===== config.mk =====
export PLATFORM = sky130hd
export DESIGN_NAME = scc_reset_seq
export DESIGN_NICKNAME = d
export VERILOG_FILES = /design/src/rtl/scc_reset_seq.sv
export SDC_FILE = /design/constraint.sdc
export NUM_CORES = 1
export LEC_CHECK = 0
export ABC_CLOCK_PERIOD_IN_PS = 2750
export BUFFER_PORTS_ARGS = -buffer_cell sky130_fd_sc_hd__buf_2
export CELL_PAD_IN_SITES_DETAIL_PLACEMENT = 0
export CELL_PAD_IN_SITES_GLOBAL_PLACEMENT = 2
export CORE_MARGIN = 3
export CORE_UTILIZATION = 31
export DETAILED_ROUTE_END_ITERATION = 10
export HOLD_SLACK_MARGIN = 0.05
export PLACE_DENSITY_LB_ADDON = 0.1
export SYNTH_ARGS = -nofsm -noshare
export SYNTH_HDL_FRONTEND = slang
export SYNTH_SLANG_ARGS = --single-unit

===== constraint.sdc =====
create_clock -name clk -period 2.75 [get_ports clk]
set_input_delay 0.275 -clock clk [delete_from_list [all_inputs] [get_ports clk]]
set_output_delay 0.275 -clock clk [all_outputs]
set_load 0.05 [all_outputs]

===== src/rtl/scc_reset_seq.sv =====
module scc_reset_seq #(
  parameter int STRETCH     = 4,
  parameter int SYNC_STAGES = 2,
  parameter int DW          = 8
) (
  input  logic          clk,
  input  logic          arst_n,
  input  logic          wr_n,
  input  logic          rd_n,
  input  logic          mcr_we,
  input  logic [DW-1:0] mcr_wdata,
  output logic          dev_rst,
  output logic          cha_rst,
  output logic          chb_rst,
  output logic          bus_block,
  output logic [DW-3:0] mcr_bits
);
  localparam int CW = $clog2(STRETCH + 1);
  localparam int QW = $clog2(STRETCH + 3);
  localparam logic [1:0] CMD_NONE = 2'b00;
  localparam logic [1:0] CMD_B    = 2'b01;
  localparam logic [1:0] CMD_A    = 2'b10;
  localparam logic [1:0] CMD_FULL = 2'b11;

  logic [SYNC_STAGES-1:0] sync_q;
  logic [CW-1:0]          cnt_q;
  logic                   dev_q, a_q, b_q;
  logic [DW-3:0]          bits_q;

  always_ff @(posedge clk or negedge arst_n)
    if (!arst_n) sync_q <= '0;
    else         sync_q <= {sync_q[SYNC_STAGES-2:0], ~(wr_n | rd_n)};

  wire       hw_hit = sync_q[SYNC_STAGES-1];
  wire [1:0] cmd    = mcr_wdata[DW-1:DW-2];
  wire       wr_ok  = mcr_we & ~bus_block;
  wire       sw_full = wr_ok & (cmd == CMD_FULL);
  wire       sw_a    = wr_ok & (cmd == CMD_A);
  wire       sw_b    = wr_ok & (cmd == CMD_B);
  wire       trig    = hw_hit | (wr_ok & (cmd != CMD_NONE));

  always_ff @(posedge clk or negedge arst_n) begin
    if (!arst_n) begin
      cnt_q <= '0;
      dev_q <= 1'b0;
      a_q   <= 1'b0;
      b_q   <= 1'b0;
    end else if (trig) begin
      cnt_q <= CW'(STRETCH);
      dev_q <= dev_q | hw_hit | sw_full;
      a_q   <= a_q | hw_hit | sw_full | sw_a;
      b_q   <= b_q | hw_hit | sw_full | sw_b;
    end else if (cnt_q != '0) begin
      cnt_q <= cnt_q - 1'b1;
    end else begin
      dev_q <= 1'b0;
      a_q   <= 1'b0;
      b_q   <= 1'b0;
    end
  end

  always_ff @(posedge clk or negedge arst_n)
    if (!arst_n)     bits_q <= '0;
    else if (hw_hit) bits_q <= '0;
    else if (wr_ok)  bits_q <= mcr_wdata[DW-3:0];

  assign dev_rst   = dev_q;
  assign cha_rst   = a_q;
  assign chb_rst   = b_q;
  assign bus_block = dev_q | hw_hit;
  assign mcr_bits  = bits_q;

  logic [QW-1:0] quiet_q;
  always_ff @(posedge clk or negedge arst_n)
    if (!arst_n)                      quiet_q <= '0;
    else if (trig)                    quiet_q <= '0;
    else if (quiet_q != QW'(STRETCH + 2)) quiet_q <= quiet_q + 1'b1;

  p_hw_scope_r1: assert property (@(posedge clk) disable iff (!arst_n)
    hw_hit |=> (dev_rst && cha_rst && chb_rst));
  p_stretch_len_r3: assert property (@(posedge clk) disable iff (!arst_n)
    $fell(cha_rst | chb_rst) |-> (quiet_q == QW'(STRETCH + 1)));
  p_sw_rise_r4: assert property (@(posedge clk) disable iff (!arst_n)
    (wr_ok && cmd != CMD_NONE) |=> (cha_rst || chb_rst));
  p_full_covers_r5: assert property (@(posedge clk) disable iff (!arst_n)
    dev_rst |-> (cha_rst && chb_rst && bus_block));
  p_chan_only_r6: assert property (@(posedge clk) disable iff (!arst_n)
    (sw_b && !hw_hit && !dev_rst && !cha_rst) |=> (chb_rst && !cha_rst && !dev_rst));
  p_keep_bits_r7: assert property (@(posedge clk) disable iff (!arst_n)
    (sw_full && !hw_hit) |=> (mcr_bits == $past(mcr_wdata[DW-3:0])));
  p_hw_clear_r8: assert property (@(posedge clk) disable iff (!arst_n)
    hw_hit |=> (mcr_bits == '0));
  p_block_drop_r9: assert property (@(posedge clk) disable iff (!arst_n)
    (mcr_we && bus_block && !hw_hit) |=> $stable(mcr_bits));
endmodule


==> impl_metrics.toml <==
[detailed_routing]
via_count = 482
via_per_inst = 4.27
drc = 0
first_pass_iters = 4
drt_iter0_drc = 6
detail_route.wl_per_cell_microns = 10.7
ant_nets = 0
drt_wl_total_mm = 1.21

[clock_network]
h-tree-depth = 1
numCtsBuffers = 3
cts_buffer_depth = 2
path_clk_slew_ns = 0.09
clock_latency_ns = 0.28
cts_tree = "done"
cts.sinks = 14
ctsResizeCount = 0
clockRootBuffer = "clkbuf_4"

[floorplan]
start_util_pct = 33.5
ios = 23
core_sq_um = 2000
dieHeight_microns = 52.5
rows = 16
dieWidth_microns = 52.5
dieArea_sq_um = 2760

[layout]
antenna_cells = 0
postLayoutCellArea_sq_um = 846
fin_nets = 102
layout_commonest_cell = "buf_2"
synthToLayoutAreaGrowth_pct = 26.1
stdcell_count = 113
drive_gt1_share_pct = 44.2
final_util_pct = 42.3
final_cell_mix = "buf_2, dfrtp_1, inv_1, o21ai_2"

[critical_path]
crit_required_ns = 2.48
endpoint_kind = "primary output"
crit_fanout = 12
critPathBufInv = 1
crit_slowest_cell = "dfrtp_1"
cp.arrival_ns = 1.32
path_delay_family = "flip-flops"
slowest_delay_ns = 0.50
critPathLaunchType = "register"
path_cells = "or2_2 -> buf_2"
worst-setup-path-type = "reg2out"

[yosys]
post_synth.cell_area_avg_sq_um = 11.0
ys_ff_latch = 14
synth_area_leaders = "dfrtp_1, o21ai_2, inv_1"
synthesis.nets = 76
syn_inst = 61
yosys.area_share.simple_pct = 16.8
synth_top_cell_by_area = "dfrtp_1"
synthAdderAreaFrac_pct = 3.73
yosysWarningCount = 0
netlist-cell-type-count = 22
synth_compound_area_share_pct = 17.2
yosysTopAreaCellShare_pct = 52.2
synth-xor-area-share_pct = 1.31
synth_mux_area_share_pct = 1.49
synth_top_family_by_area = "compound AO/OA/AOI/OAI gates"
synth_seq_area_share_pct = 52.2
syn_area_sq_um = 671

[placed_design]
hpwl_microns = 906
preCtsSetupSlack_ns = 1.40
io_buffers = 22
gp_congestion = 0.667
placed_area_sq_um = 800
dp_cells = 108

[global_routing]
top_usage_layer = "met2"
gr-usage-met2_pct = 15.7
grt_max_degree = 15
grt_pass1_wl_mm = 2.14
grt_use_met1_pct = 13.8
grt_overflow = 0
use_met3_pct = 6.27
gr-usage-all-layers_pct = 11.0
grt_antenna_before_repair = 0
grt_pass1_vias = 477

[sta]
slew_headroom_pct = 78.5
timing.final.crit_share_pct = 58.1
finClkSkew_ns = 0.00408
report.final.slew_viol_count = 0
layout_min_cycle_time_ns = 1.60
rsz0062_at_grt = "false"
layout_setup_ws_ns = 1.15
tns_ns = 0
hold_viol = 0
holdWs_ns = 0.128
worst_slew_pin_slew_ns = 0.323
max_freq_mhz = 626
setup_violations = 0

[pwr]
leakage_nw = 0.442
cellPowerDensity_nw_per_um2 = 1120
worst_ir_drop_vdd_mv = 0.438
comb_power_share_pct = 50.0
power_switching_share_pct = 46.4
cell_internal_pwr_mw = 0.506
power_frac_seq_pct = 34.4
p_clk_share_pct = 15.6
power_mw = 0.945
switching_power_mw = 0.439

[min_path]
hp-class = "in2reg"

[run_status]
outcome = "finished, final reports clean"

[job]
drv_cap = 0
[power by group through the flow]
stage	Sequential, mW	Combinational, mW	Clock (mW)
after detailed placement	0.330	0.480	0
after CTS	0.326	0.482	0.155
final	0.325	0.473	0.147
after global placement	0.330	0.476	0
after floorplan	0.496	0.213	0
after global routing	0.335	0.520	0.165
[registers in the layout, indices dropped and copies added, names as in the netlist]
register / count
cha_rst: 1
chb_rst: 1
cnt_q: 3
dev_rst: 1
mcr_bits: 6
sync_q: 2
[worst reg2reg max path, cell delays in order, from the launching register on]
cell and delay [ns]:
dfrtp_1 0.50, or3b_4 0.55, nand3b_1 0.14, o21ai_2 0.06
[cell type report]
type	instances	area, sq um
well taps	27	33.8
flip-flops and latches	14	350
fillers	212	1160
multi-input cells	36	272
clock buffers	4	36.3
repair buffers	23	120
inverters	9	33.8
[final timing paths]
check                          start          end  slack (ns)  cells after the start
setup / recovery           sync_q[1]    bus_block        1.15                      2
hold / removal                  wr_n    sync_q[0]        0.13                      2
setup reg to reg           sync_q[1]  mcr_bits[1]        1.39                      3
hold reg to reg            sync_q[0]    sync_q[1]        0.35                      0
max in group asynchronous     arst_n     cnt_q[1]        2.09                      2
min in group asynchronous     arst_n     cnt_q[2]        0.41                      2
[cells in the mapped netlist]
library cell and count:
dfrtp_1 14, inv_1 9, o21ai_2 8, a21oi_1 4, nand3b_1 4, nor2_1 3, ha_1 2, nand2_1 2
nand3b_2 2, a211o_1 1, a31oi_1 1, and2_1 1, buf_6 1, clkbuf_1 1, mux2i_1 1, nand2b_1 1
nand3_1 1, o211a_1 1, or2_0 1, or2_2 1, or3b_4 1, xnor2_1 1
[layer usage]
metal / vias up / wire length (microns)
li1: 252 / -
met1: 211 / 627
met2: 17 / 479
met3: 2 / 90
met4: 0 / 10
met5: - / 0
[cell families (layout without fill, tap and decap cells)]
logic type,after synthesis,count (layout)
flip-flops,14,14
multiplexers,1,1
AND/OR/NAND/NOR,17,17
AO/OA/AOI/OAI,15,15
XOR/XNOR,1,1
buffers and inverters,11,36
adder cells (fa/ha/maj),2,2
[what timing repair did]
item / CTS / global route
setup endpoints to repair: 0 / 0
endpoints found under the hold margin: 14 / 0
hold buffers: 1 / 0
buffers inserted: 0 / 0
Power figures use the tool's default switching activity.
